<file path="src/rtl/rxd_pkg.sv">
package rxd_pkg;
  localparam int GRP_W  = 5;
  localparam int NIB_W  = 4;
  localparam int PAIR_W = 2 * GRP_W;
  localparam logic [PAIR_W-1:0] START_PAIR = 10'b11000_10001;
  localparam logic [2:0] LAST_PH = 3'(GRP_W - 1);

  typedef struct packed {
    logic             ok;
    logic [NIB_W-1:0] nib;
  } dec_t;

  // a serial 1 is any change of line level
  function automatic logic level_moved(input logic [1:0] now_l, input logic [1:0] was_l);
    return now_l != was_l;
  endfunction

  function automatic dec_t decode_group(input logic [GRP_W-1:0] c);
    dec_t d;
    d.ok = 1'b1;
    unique case (c)
      5'b11110: d.nib = 4'h0;  5'b01001: d.nib = 4'h1;
      5'b10100: d.nib = 4'h2;  5'b10101: d.nib = 4'h3;
      5'b01010: d.nib = 4'h4;  5'b01011: d.nib = 4'h5;
      5'b01110: d.nib = 4'h6;  5'b01111: d.nib = 4'h7;
      5'b10010: d.nib = 4'h8;  5'b10011: d.nib = 4'h9;
      5'b10110: d.nib = 4'hA;  5'b10111: d.nib = 4'hB;
      5'b11010: d.nib = 4'hC;  5'b11011: d.nib = 4'hD;
      5'b11100: d.nib = 4'hE;  5'b11101: d.nib = 4'hF;
      default: begin d.ok = 1'b0; d.nib = 4'h0; end
    endcase
    return d;
  endfunction
endpackage

</file>
<file path="src/rtl/rxd_level_decode.sv">
module rxd_level_decode
  import rxd_pkg::*;
(
  input  logic       clk,
  input  logic       rst_n,
  input  logic       sig_ok,
  input  logic       strobe,
  input  logic [1:0] sym_level,
  output logic       nrz_bit
);
  logic [1:0] prev_lvl;

  assign nrz_bit = level_moved(sym_level, prev_lvl);

  always_ff @(posedge clk) begin
    if (!rst_n)                  prev_lvl <= 2'b00;
    else if (!sig_ok || strobe)  prev_lvl <= sym_level;
  end

  // a decoded 1 must leave a moved history level behind
  assert_one_means_move_R1: assert property (@(posedge clk) disable iff (!rst_n)
    (strobe && sig_ok && nrz_bit) |=> (prev_lvl != $past(prev_lvl)));
endmodule

</file>
<file path="src/rtl/rxd_timebase.sv">
module rxd_timebase
  import rxd_pkg::*;
#(
  parameter int REF_DIV = 2
) (
  input  logic clk,
  input  logic rst_n,
  input  logic sig_ok,
  input  logic bit_en,
  input  logic realign,
  output logic strobe,
  output logic grp_done,
  output logic rxc
);
  localparam int RW = (REF_DIV > 1) ? $clog2(REF_DIV) : 1;
  localparam logic [RW-1:0] REF_LAST = RW'(REF_DIV - 1);

  logic [RW-1:0] rdiv;
  logic          ref_tick;
  logic [2:0]    ph;

  generate
    if (REF_DIV > 1) begin : g_div
      always_ff @(posedge clk) begin
        if (!rst_n)                rdiv <= '0;
        else if (rdiv == REF_LAST) rdiv <= '0;
        else                       rdiv <= rdiv + 1'b1;
      end
      assign ref_tick = (rdiv == REF_LAST);
    end else begin : g_nodiv
      assign rdiv     = '0;
      assign ref_tick = 1'b1;
    end
  endgenerate

  assign strobe   = sig_ok ? bit_en : ref_tick;
  assign grp_done = strobe && (ph == LAST_PH);
  assign rxc      = (ph >= 3'd2);

  always_ff @(posedge clk) begin
    if (!rst_n)                   ph <= '0;
    else if (strobe) begin
      if (realign || grp_done)    ph <= '0;
      else                        ph <= ph + 1'b1;
    end
  end

  // a completed group always ends the high part of the receive clock
  assert_grp_end_falls_R6: assert property (@(posedge clk) disable iff (!rst_n)
    grp_done |=> $fell(rxc));
endmodule

</file>
<file path="src/rtl/rxd_aligner.sv">
module rxd_aligner
  import rxd_pkg::*;
(
  input  logic             clk,
  input  logic             rst_n,
  input  logic             sig_ok,
  input  logic             strobe,
  input  logic             nrz_bit,
  input  logic             grp_done,
  output logic             realign,
  output logic [NIB_W-1:0] rxd,
  output logic             rxdv
);
  logic [PAIR_W-1:0] sr;
  logic [PAIR_W-1:0] next_sr;
  logic              aligned;
  logic              take_grp;
  dec_t              dec;

  assign next_sr  = {sr[PAIR_W-2:0], nrz_bit};
  assign realign  = strobe && sig_ok && !aligned && (next_sr == START_PAIR);
  assign take_grp = sig_ok && aligned && grp_done;
  assign dec      = decode_group(next_sr[GRP_W-1:0]);

  always_ff @(posedge clk) begin
    if (!rst_n || !sig_ok) begin
      sr <= '0; aligned <= 1'b0; rxd <= '0; rxdv <= 1'b0;
    end else if (strobe) begin
      sr <= next_sr;
      if (realign) begin
        aligned <= 1'b1; rxd <= '0; rxdv <= 1'b0;
      end else if (take_grp) begin
        if (dec.ok) begin
          rxd <= dec.nib; rxdv <= 1'b1;
        end else begin
          rxd <= '0; rxdv <= 1'b0; aligned <= 1'b0;
        end
      end
    end
  end

  assert_start_pair_blank_R2: assert property (@(posedge clk) disable iff (!rst_n)
    realign |=> (!rxdv && aligned));
  assert_end_code_drops_R5: assert property (@(posedge clk) disable iff (!rst_n)
    (take_grp && next_sr[GRP_W-1:0] == 5'b01101) |=> (!rxdv && !aligned));
endmodule

</file>
<file path="src/rtl/rx_line_decoder.sv">
module rx_line_decoder
  import rxd_pkg::*;
#(
  parameter int REF_DIV = 2
) (
  input  logic             clk,
  input  logic             rst_n,
  input  logic             sig_ok,
  input  logic             bit_en,
  input  logic [1:0]       sym_level,
  output logic             rxc,
  output logic [NIB_W-1:0] rxd,
  output logic             rxdv
);
  logic strobe, nrz_bit, grp_done, realign;

  rxd_level_decode lvl_i (
    .clk(clk), .rst_n(rst_n), .sig_ok(sig_ok), .strobe(strobe),
    .sym_level(sym_level), .nrz_bit(nrz_bit));

  rxd_timebase #(.REF_DIV(REF_DIV)) tb_i (
    .clk(clk), .rst_n(rst_n), .sig_ok(sig_ok), .bit_en(bit_en),
    .realign(realign), .strobe(strobe), .grp_done(grp_done), .rxc(rxc));

  rxd_aligner al_i (
    .clk(clk), .rst_n(rst_n), .sig_ok(sig_ok), .strobe(strobe),
    .nrz_bit(nrz_bit), .grp_done(grp_done), .realign(realign),
    .rxd(rxd), .rxdv(rxdv));

  assert_data_on_fall_R6: assert property (@(posedge clk) disable iff (!rst_n)
    (sig_ok && $past(sig_ok) && !$stable(rxd)) |-> $fell(rxc));
  assert_valid_rises_on_fall_R4: assert property (@(posedge clk) disable iff (!rst_n)
    $rose(rxdv) |-> $fell(rxc));
  assert_no_valid_unlocked_R7: assert property (@(posedge clk) disable iff (!rst_n)
    !sig_ok |=> !rxdv);
endmodule

</file>
<file path="config.mk">
export PLATFORM = sky130hd
export DESIGN_NAME = rx_line_decoder
export DESIGN_NICKNAME = d
export VERILOG_FILES = /design/src/rtl/rxd_pkg.sv /design/src/rtl/rxd_level_decode.sv /design/src/rtl/rxd_timebase.sv /design/src/rtl/rxd_aligner.sv /design/src/rtl/rx_line_decoder.sv
export SDC_FILE = /design/constraint.sdc
export NUM_CORES = 1
export LEC_CHECK = 0
export ABC_AREA = 1
export BUFFER_PORTS_ARGS = -buffer_cell sky130_fd_sc_hd__buf_2
export CAP_MARGIN = 30
export CORE_UTILIZATION = 36
export CTS_CLUSTER_SIZE = 12
export DETAILED_ROUTE_END_ITERATION = 7
export GPL_ROUTABILITY_DRIVEN = 0
export GPL_TIMING_DRIVEN = 0
export SYNTH_ARGS = -nofsm -noshare
export SYNTH_HDL_FRONTEND = slang
export SYNTH_SLANG_ARGS = --single-unit
</file>
<file path="constraint.sdc">
create_clock -name clk -period 1.8 [get_ports clk]
set_input_delay 0.09 -clock clk [delete_from_list [all_inputs] [get_ports clk]]
set_output_delay 0.09 -clock clk [all_outputs]
set_load 0.1 [all_outputs]
</file>
==> metrics.md, run 1 <==
| Metric | Value |
|---|---|
| CP Class | reg2out |
| Antenna cells | 0 |
| Drt wl/cell | 11.2 microns |
| Period utilization | around 91% |
| Max Slew Vio Count | 0 |
| Leakage power | 0.508 nW |
| Initial Utilization | 39.6% |
| Clock Sinks | 21 |
| Clock Pin Slew Worst Setup and Hold Paths | 0.12 ns |
| # fillers | about 290 |
| Least-Margin Pin Slew | 0.487 ns |
| Total Power | ~0.87 mW |
| Vias per cell | 4.93 |
| Outcome | completed |
| Hold Buf Count CTS | 0 |
| Synth Warn # | 0 |
| Placed insts | 185 |
| Critical path capture point type | output pin |
| Critical Path Start Type | flop |
| Antenna-violating nets left | 0 |
| Final Hold Vio Count | 0 |
| Layout area overhead | 11.7% |
| Max_slew headroom | 67.8% |
| Largest net degree at the start of global routing | 12 |
| F_max | ~0.61 GHz |
| Post-Syn Nets | 153 |
| GRT Total Usage | between 10% and 20% |
| Fin cells | 189 |
| Sequential-to-total area share from yosys stat | 41.3% |
| DP HPWL | 1620 microns |
| Setup Total Neg Slack | 0 ns |
| Hold Path Class | in2reg |
| Most frequent cells in the layout | nand2_1, dfxtp_1, inv_1, a21oi_1, buf_2 |
| Worst vdd ir | 0.361 mV |
| Slack of the worst reg-to-reg path | 0.35 ns |
| Initial antenna violation count | 0 |
| Grt ovf | 0 |
| Unique masters post-synth | 20 |
| Fin util | between 40% and 50% |
| Max cap viols | 0 |
| Vias in the first global route | 820 |
| #FFs+latches synth | 21 |
| Min Tclk post-route | roughly 1.6 ns |
| Clk_skew | 0.00349 ns |
| Most common cell after layout, fill and taps aside | nand2_1 |
| TritonCTS clock tree | yes |
| Routed wire length | 2120 microns |
| CTS buffer count | 3 |
| Worst path required time | roughly 1.7 ns |
| Nets | 169 |
| First-pass GRT wire length | 3460 microns |
| Clk_lat worst skew | 0.31 ns |
| Die Y | 55.2 microns |
| Die W | approximately 55 microns |
| Worst path arrival time | 1.56 ns |
| Pwr dens | 768 mW/mm^2 |
| Post-CTS Setup Inserts | 0 |
| Via count | between 900 and 1,000 |
| Drt first pass iters | 4 |
| First DRT Iteration DRCs | 10 |
| DIE AREA | between 0.003 and 0.004 sq mm |
| Row count | 18 |
| Final Setup Violations | 0 |
| Fraction of layout cells with a size suffix above 1 | 15.1% |
| Mapped Area | between 0.001 and 0.0015 sq mm |
| Remaining DRCs | 0 |
| H-tree depth | 1 |
| CP Max Fanout | 3 |
| Cells after synthesis | between 100 and 150 |
| Avg Cell Area, Syn | 7.06 sq um |
| Core outline area | between 0.002 and 0.003 sq mm |
| Cts repair resizes | 0 |
| I/O Buffers | 11 |
| Clock root buffer | clkbuf_4 |
| Min Hold Slack | 0.0360 ns |
| RSZ-0062 raised after global routing | false |
| I/O Pins | 12 |
| Clk buf depth | 2 |
==> metal layers <==
layer,part of all wire (%),track usage (%),vias up
met5,0,0,-
met4,1.9,6.67,0
met2,45,26.7,19
met1,49,19.5,408
li1,-,-,499
met3,4.8,4.64,5
==> worst paths after layout <==
| check | cells after the start | from | endpoint |
|---|---|---|---|
| max | 4 | tb_i.ph[0]$_SDFFE_PN0P_ | rxc |
| max reg2reg | 10 | al_i.sr[1]$_SDFFE_PP0P_ | al_i.rxdv$_SDFFE_PP0P_ |
| min reg2reg | 1 | tb_i.rdiv$_SDFF_PP0_ | tb_i.rdiv$_SDFF_PP0_ |
| min | 3 | sym_level[0] | lvl_i.prev_lvl[0]$_SDFFE_PN0P_ |
==> synth_stat cells <==
| master | instances | area, sq um |
|---|---|---|
| nand2_1 | 29 | 109 |
| nor2_2 | 1 | 6.26 |
| nand3_1 | 11 | 55.1 |
| or3_1 | 1 | 6.26 |
| nor3_1 | 5 | 25.0 |
| nor2_4 | 1 | 11.3 |
| nand2_2 | 3 | 18.8 |
| a21oi_1 | 19 | 95.1 |
| o21ai_0 | 12 | 60.1 |
| dfxtp_1 | 21 | 420 |
| nand2_4 | 1 | 11.3 |
| xor2_1 | 1 | 8.76 |
| a211oi_1 | 1 | 7.51 |
| nor2_1 | 10 | 37.5 |
| ha_1 | 3 | 37.5 |
| o21ai_1 | 2 | 10.0 |
| inv_4 | 1 | 6.26 |
| inv_1 | 19 | 71.3 |
| nand3_2 | 1 | 10.0 |
| buf_2 | 2 | 10.0 |
==> where the power goes <==
group	leakage [nW]	total, mW	internal [mW]	switching (mW)
registers	0.171	0.499	0.483	0.0156
clock network	0.0150	0.238	0.0867	0.152
logic	0.322	0.135	0.0378	0.0971
==> registers in the layout, indices dropped and copies added (netlist names) <==
name and flops:
al_i.sr 9, al_i.rxd 4, tb_i.ph 3, lvl_i.prev_lvl 2
al_i.aligned 1, al_i.rxdv 1, tb_i.rdiv 1
==> logic make-up after synthesis <==
logic type               synth area share (%)
flip-flops                               41.3
XOR/XNOR                                0.861
AND/OR/NAND/NOR                          28.5
AO/OA/AOI/OAI                            17.0
buffers and inverters                    8.61
adder cells (fa/ha/maj)                  3.69
==> worst max-delay path: stages (launching register included) <==
cell and delay [ns]:
dfxtp_1 0.38, inv_1 0.09, ha_1 0.19, or3_1 0.29, buf_2 0.29
==> final cells by class <==
cell class,count,area (sq um),share of cell area [%]
plain buffers,2,10.0,0.881
flip-flops and latches,21,420,37.0
multi-input cells,101,509,44.8
clock buffers,4,26.3,2.31
well taps,30,37.5,3.30
inverters,20,77.6,6.83
repair buffers,11,55.1,4.85
==> stage by stage <==
| step | worst slack (ns) | area, sq um |
|---|---|---|
| after floorplan | 0.438 | 1020 |
| after global placement | 0.382 | 1110 |
| after detailed placement | 0.368 | 1110 |
| after CTS | 0.147 | 1140 |
| after global routing | 0.0730 | 1140 |
| final | 0.153 | 1140 |
Power figures use the tool's default switching activity.
==> inputs of run 2 (changes only) <==
==> constraint.sdc (replaced) <==
create_clock -name clk -period 1.8 [get_ports clk]
set_input_delay 0.27 -clock clk [delete_from_list [all_inputs] [get_ports clk]]
set_output_delay 0.27 -clock clk [all_outputs]
set_load 0.1 [all_outputs]
==> run 2 against run 1 <==
Combinational power increased by 4%; cell area increased by 0.66%; worst setup slack got worse by 0.069 ns; first-iteration DRC count unchanged; worst hold slack improved by 0.18 ns; routed wire length about the same; global-route usage unchanged; cell count unchanged; critical path depth unchanged; utilization increased by 0.29 points; die area unchanged; largest power group unchanged.
==> metrics.md, run 2 (synthesized netlist as in run 1, its figures left out) <==
| Metric | Value |
|---|---|
| First DRT Iteration DRCs | 10 (unchanged) |
| Antenna-violating nets left | 0 (unchanged) |
| CP Capture Point | rxc |
| Fraction of layout cells with a size suffix above 1 | 15.7% (+0.63 points) |
| Multi-input logic area | 509 sq um (unchanged) |
| DIE AREA | 0.00304 sq mm (unchanged) |
| RSZ-0062 raised after global routing | false |
| FF-to-FF path depth | 10 (unchanged) |
| Clk_skew | 0.00347 ns (-0.0000234 ns) |
| Fin util | 44.5% (+0.29 points) |
| RR Endpoint | al_i.rxdv$_SDFFE_PP0P_ |
| Worst path arrival time | 1.45 ns (-0.11 ns) |
| Clock Pin Slew Worst Setup and Hold Paths | 0.12 ns (about the same) |
| Outcome | completed |
| # fillers | 290 (-0.68%) |
| Clk buf depth | 2 (unchanged) |
| Setup Total Neg Slack | 0 ns (unchanged) |
| Critical Path Start Type | flop |
| Grt ovf | 0 (unchanged) |
| TritonCTS clock tree | yes |
| Via count | 931 (unchanged) |
| Most frequent cells in the layout | nand2_1, dfxtp_1, inv_1, a21oi_1 |
| I/O Buffers | 11 (unchanged) |
| CP Class | reg2out |
| Pwr dens | 768 mW/mm^2 (about the same) |
| F_max | 0.583 GHz (-4.0%) |
| Most common cell after layout, fill and taps aside | nand2_1 |
| Layout area overhead | 12.4% |
| First-pass GRT wire length | 3460 microns (unchanged) |
| DP HPWL | 1620 microns (unchanged) |
| Hold Path Class | in2reg |
| Antenna cells | 0 (unchanged) |
| Clock root buffer | clkbuf_4 |
| Worst path required time | 1.53 ns (-0.18 ns) |
| Largest registers | al_i.sr x9, al_i.rxd x4, tb_i.ph x3 |
| Nets | 169 (unchanged) |
| Clock Sinks | 21 (unchanged) |
| Largest net degree at the start of global routing | 12 (unchanged) |
| CTS buffer count | 3 (unchanged) |
| Worst vdd ir | 0.361 mV (about the same) |
| Die W | 55.2 microns (unchanged) |
| Initial Utilization | 39.6% (unchanged) |
| Row count | 18 (unchanged) |
| Vias per cell | 4.93 (unchanged) |
| Final Hold Vio Count | 0 (unchanged) |
| Core outline area | 0.00257 sq mm (unchanged) |
| I/O Pins | 12 (unchanged) |
| Max Slew Vio Count | 0 (unchanged) |
| Period utilization | 95.3% (+3.8 points) |
| Final Setup Violations | 0 (unchanged) |
| Max cap viols | 0 (unchanged) |
| Worst setup path start | tb_i.ph[0]$_SDFFE_PN0P_ |
| Vias in the first global route | 820 (unchanged) |
| Max FFs per register | 9 (unchanged) |
| Remaining DRCs | 0 (unchanged) |
| Leakage power | 0.510 nW (+0.36%) |
| Routed wire length | 2120 microns (about the same) |
| CP Max Fanout | 3 (unchanged) |
| GRT Total Usage | 16.2% (unchanged) |
| Slack of the worst reg-to-reg path | 0.35 ns (about the same) |
| Clk_lat worst skew | 0.31 ns (about the same) |
| Max_slew headroom | 67.8% (unchanged) |
| Drt first pass iters | 4 (unchanged) |
| Post-CTS Setup Inserts | 0 (unchanged) |
| Critical path capture point type | output pin |
| Reg area | 422 sq um (+0.30%) |
| Die Y | 55.2 microns (unchanged) |
| Top reg by flops | al_i.sr |
| Drt wl/cell | 11.2 microns (about the same) |
| H-tree depth | 1 (unchanged) |
| R2R Path Start | al_i.sr[1]$_SDFFE_PP0P_ |
| Least-Margin Pin Slew | 0.487 ns (unchanged) |
| Min Tclk post-route | 1.72 ns (+0.0685 ns) |
| Initial antenna violation count | 0 (unchanged) |
-- run 2: cell count changes in the layout (fill, tap and decap cells not counted) --
cell | before | now
buf_6 | 0 | 1
buf_2 | 13 | 12
dfxtp_2 | 0 | 1
dfxtp_1 | 21 | 20
-- run 2: routing by layer --
| layer | up-vias | part of all wire (%) | GRT usage (%) |
|---|---|---|---|
| met5 | - | 0 | 0 |
| met4 | 0 | 1.9 | 6.67 |
| met3 | 5 | 4.8 | 4.64 |
| met2 | 19 | 45 | 26.7 |
| met1 | 408 | 49 | 19.5 |
| li1 | 499 | - | - |
-- run 2: cell type report --
class                           count  area share [%]
Buffer                              2           0.875
Inverter                           20            6.78
Timing Repair Buffer               11            5.36
Sequential cell                    21            36.9
Tap cell                           30            3.28
Multi-Input combinational cell    101            44.5
Clock buffer                        4            2.30
-- run 2: worst min path at each step --
stage	start	to	slack, ns	cells after the start
6_report	sym_level[0]	lvl_i.prev_lvl[0]$_SDFFE_PN0P_	0.22	3
5_1_grt	sym_level[1]	lvl_i.prev_lvl[1]$_SDFFE_PN0P_	0.22	3
4_1_cts	sym_level[1]	lvl_i.prev_lvl[1]$_SDFFE_PN0P_	0.22	3
3_5_place_dp	tb_i.rdiv$_SDFF_PP0_	tb_i.rdiv$_SDFF_PP0_	0.41	1
3_3_place_gp	tb_i.rdiv$_SDFF_PP0_	tb_i.rdiv$_SDFF_PP0_	0.40	1
2_1_floorplan	tb_i.rdiv$_SDFF_PP0_	tb_i.rdiv$_SDFF_PP0_	0.39	1
-- run 2: power breakdown --
part	internal [mW]	switching (mW)	total, mW
combinational	0.0425	0.0981	0.141
clock	0.0867	0.152	0.238
sequential	0.484	0.0156	0.499
-- run 2: worst max-delay path, cell delays in order (launching register included) --
cell     delay, ns
dfxtp_2       0.36
inv_1         0.07
ha_1          0.18
or3_1         0.32
buf_6         0.19
-- run 2: stage by stage --
| stage | hold WS, ns | setup WS [ns] | cells | cell area, sq um | total power [mW] |
|---|---|---|---|---|---|
| after floorplan | 0.393 | 0.258 | 144 | 1020 | 0.611 |
| final | 0.216 | 0.0849 | 189 | 1140 | 0.878 |
| after CTS | 0.216 | 0.0182 | 189 | 1140 | 0.878 |
| after global routing | 0.225 | 0.0129 | 189 | 1140 | 0.925 |
| after global placement | 0.404 | 0.332 | 185 | 1110 | 0.641 |
| after detailed placement | 0.415 | 0.319 | 185 | 1110 | 0.645 |
-- run 2: timing repair --
| item | in CTS | in global routing |
|---|---|---|
| endpoints found under the setup margin | 1 | 1 |
| gates resized for setup | 1 | 2 |
| hold buffers | 0 | 0 |
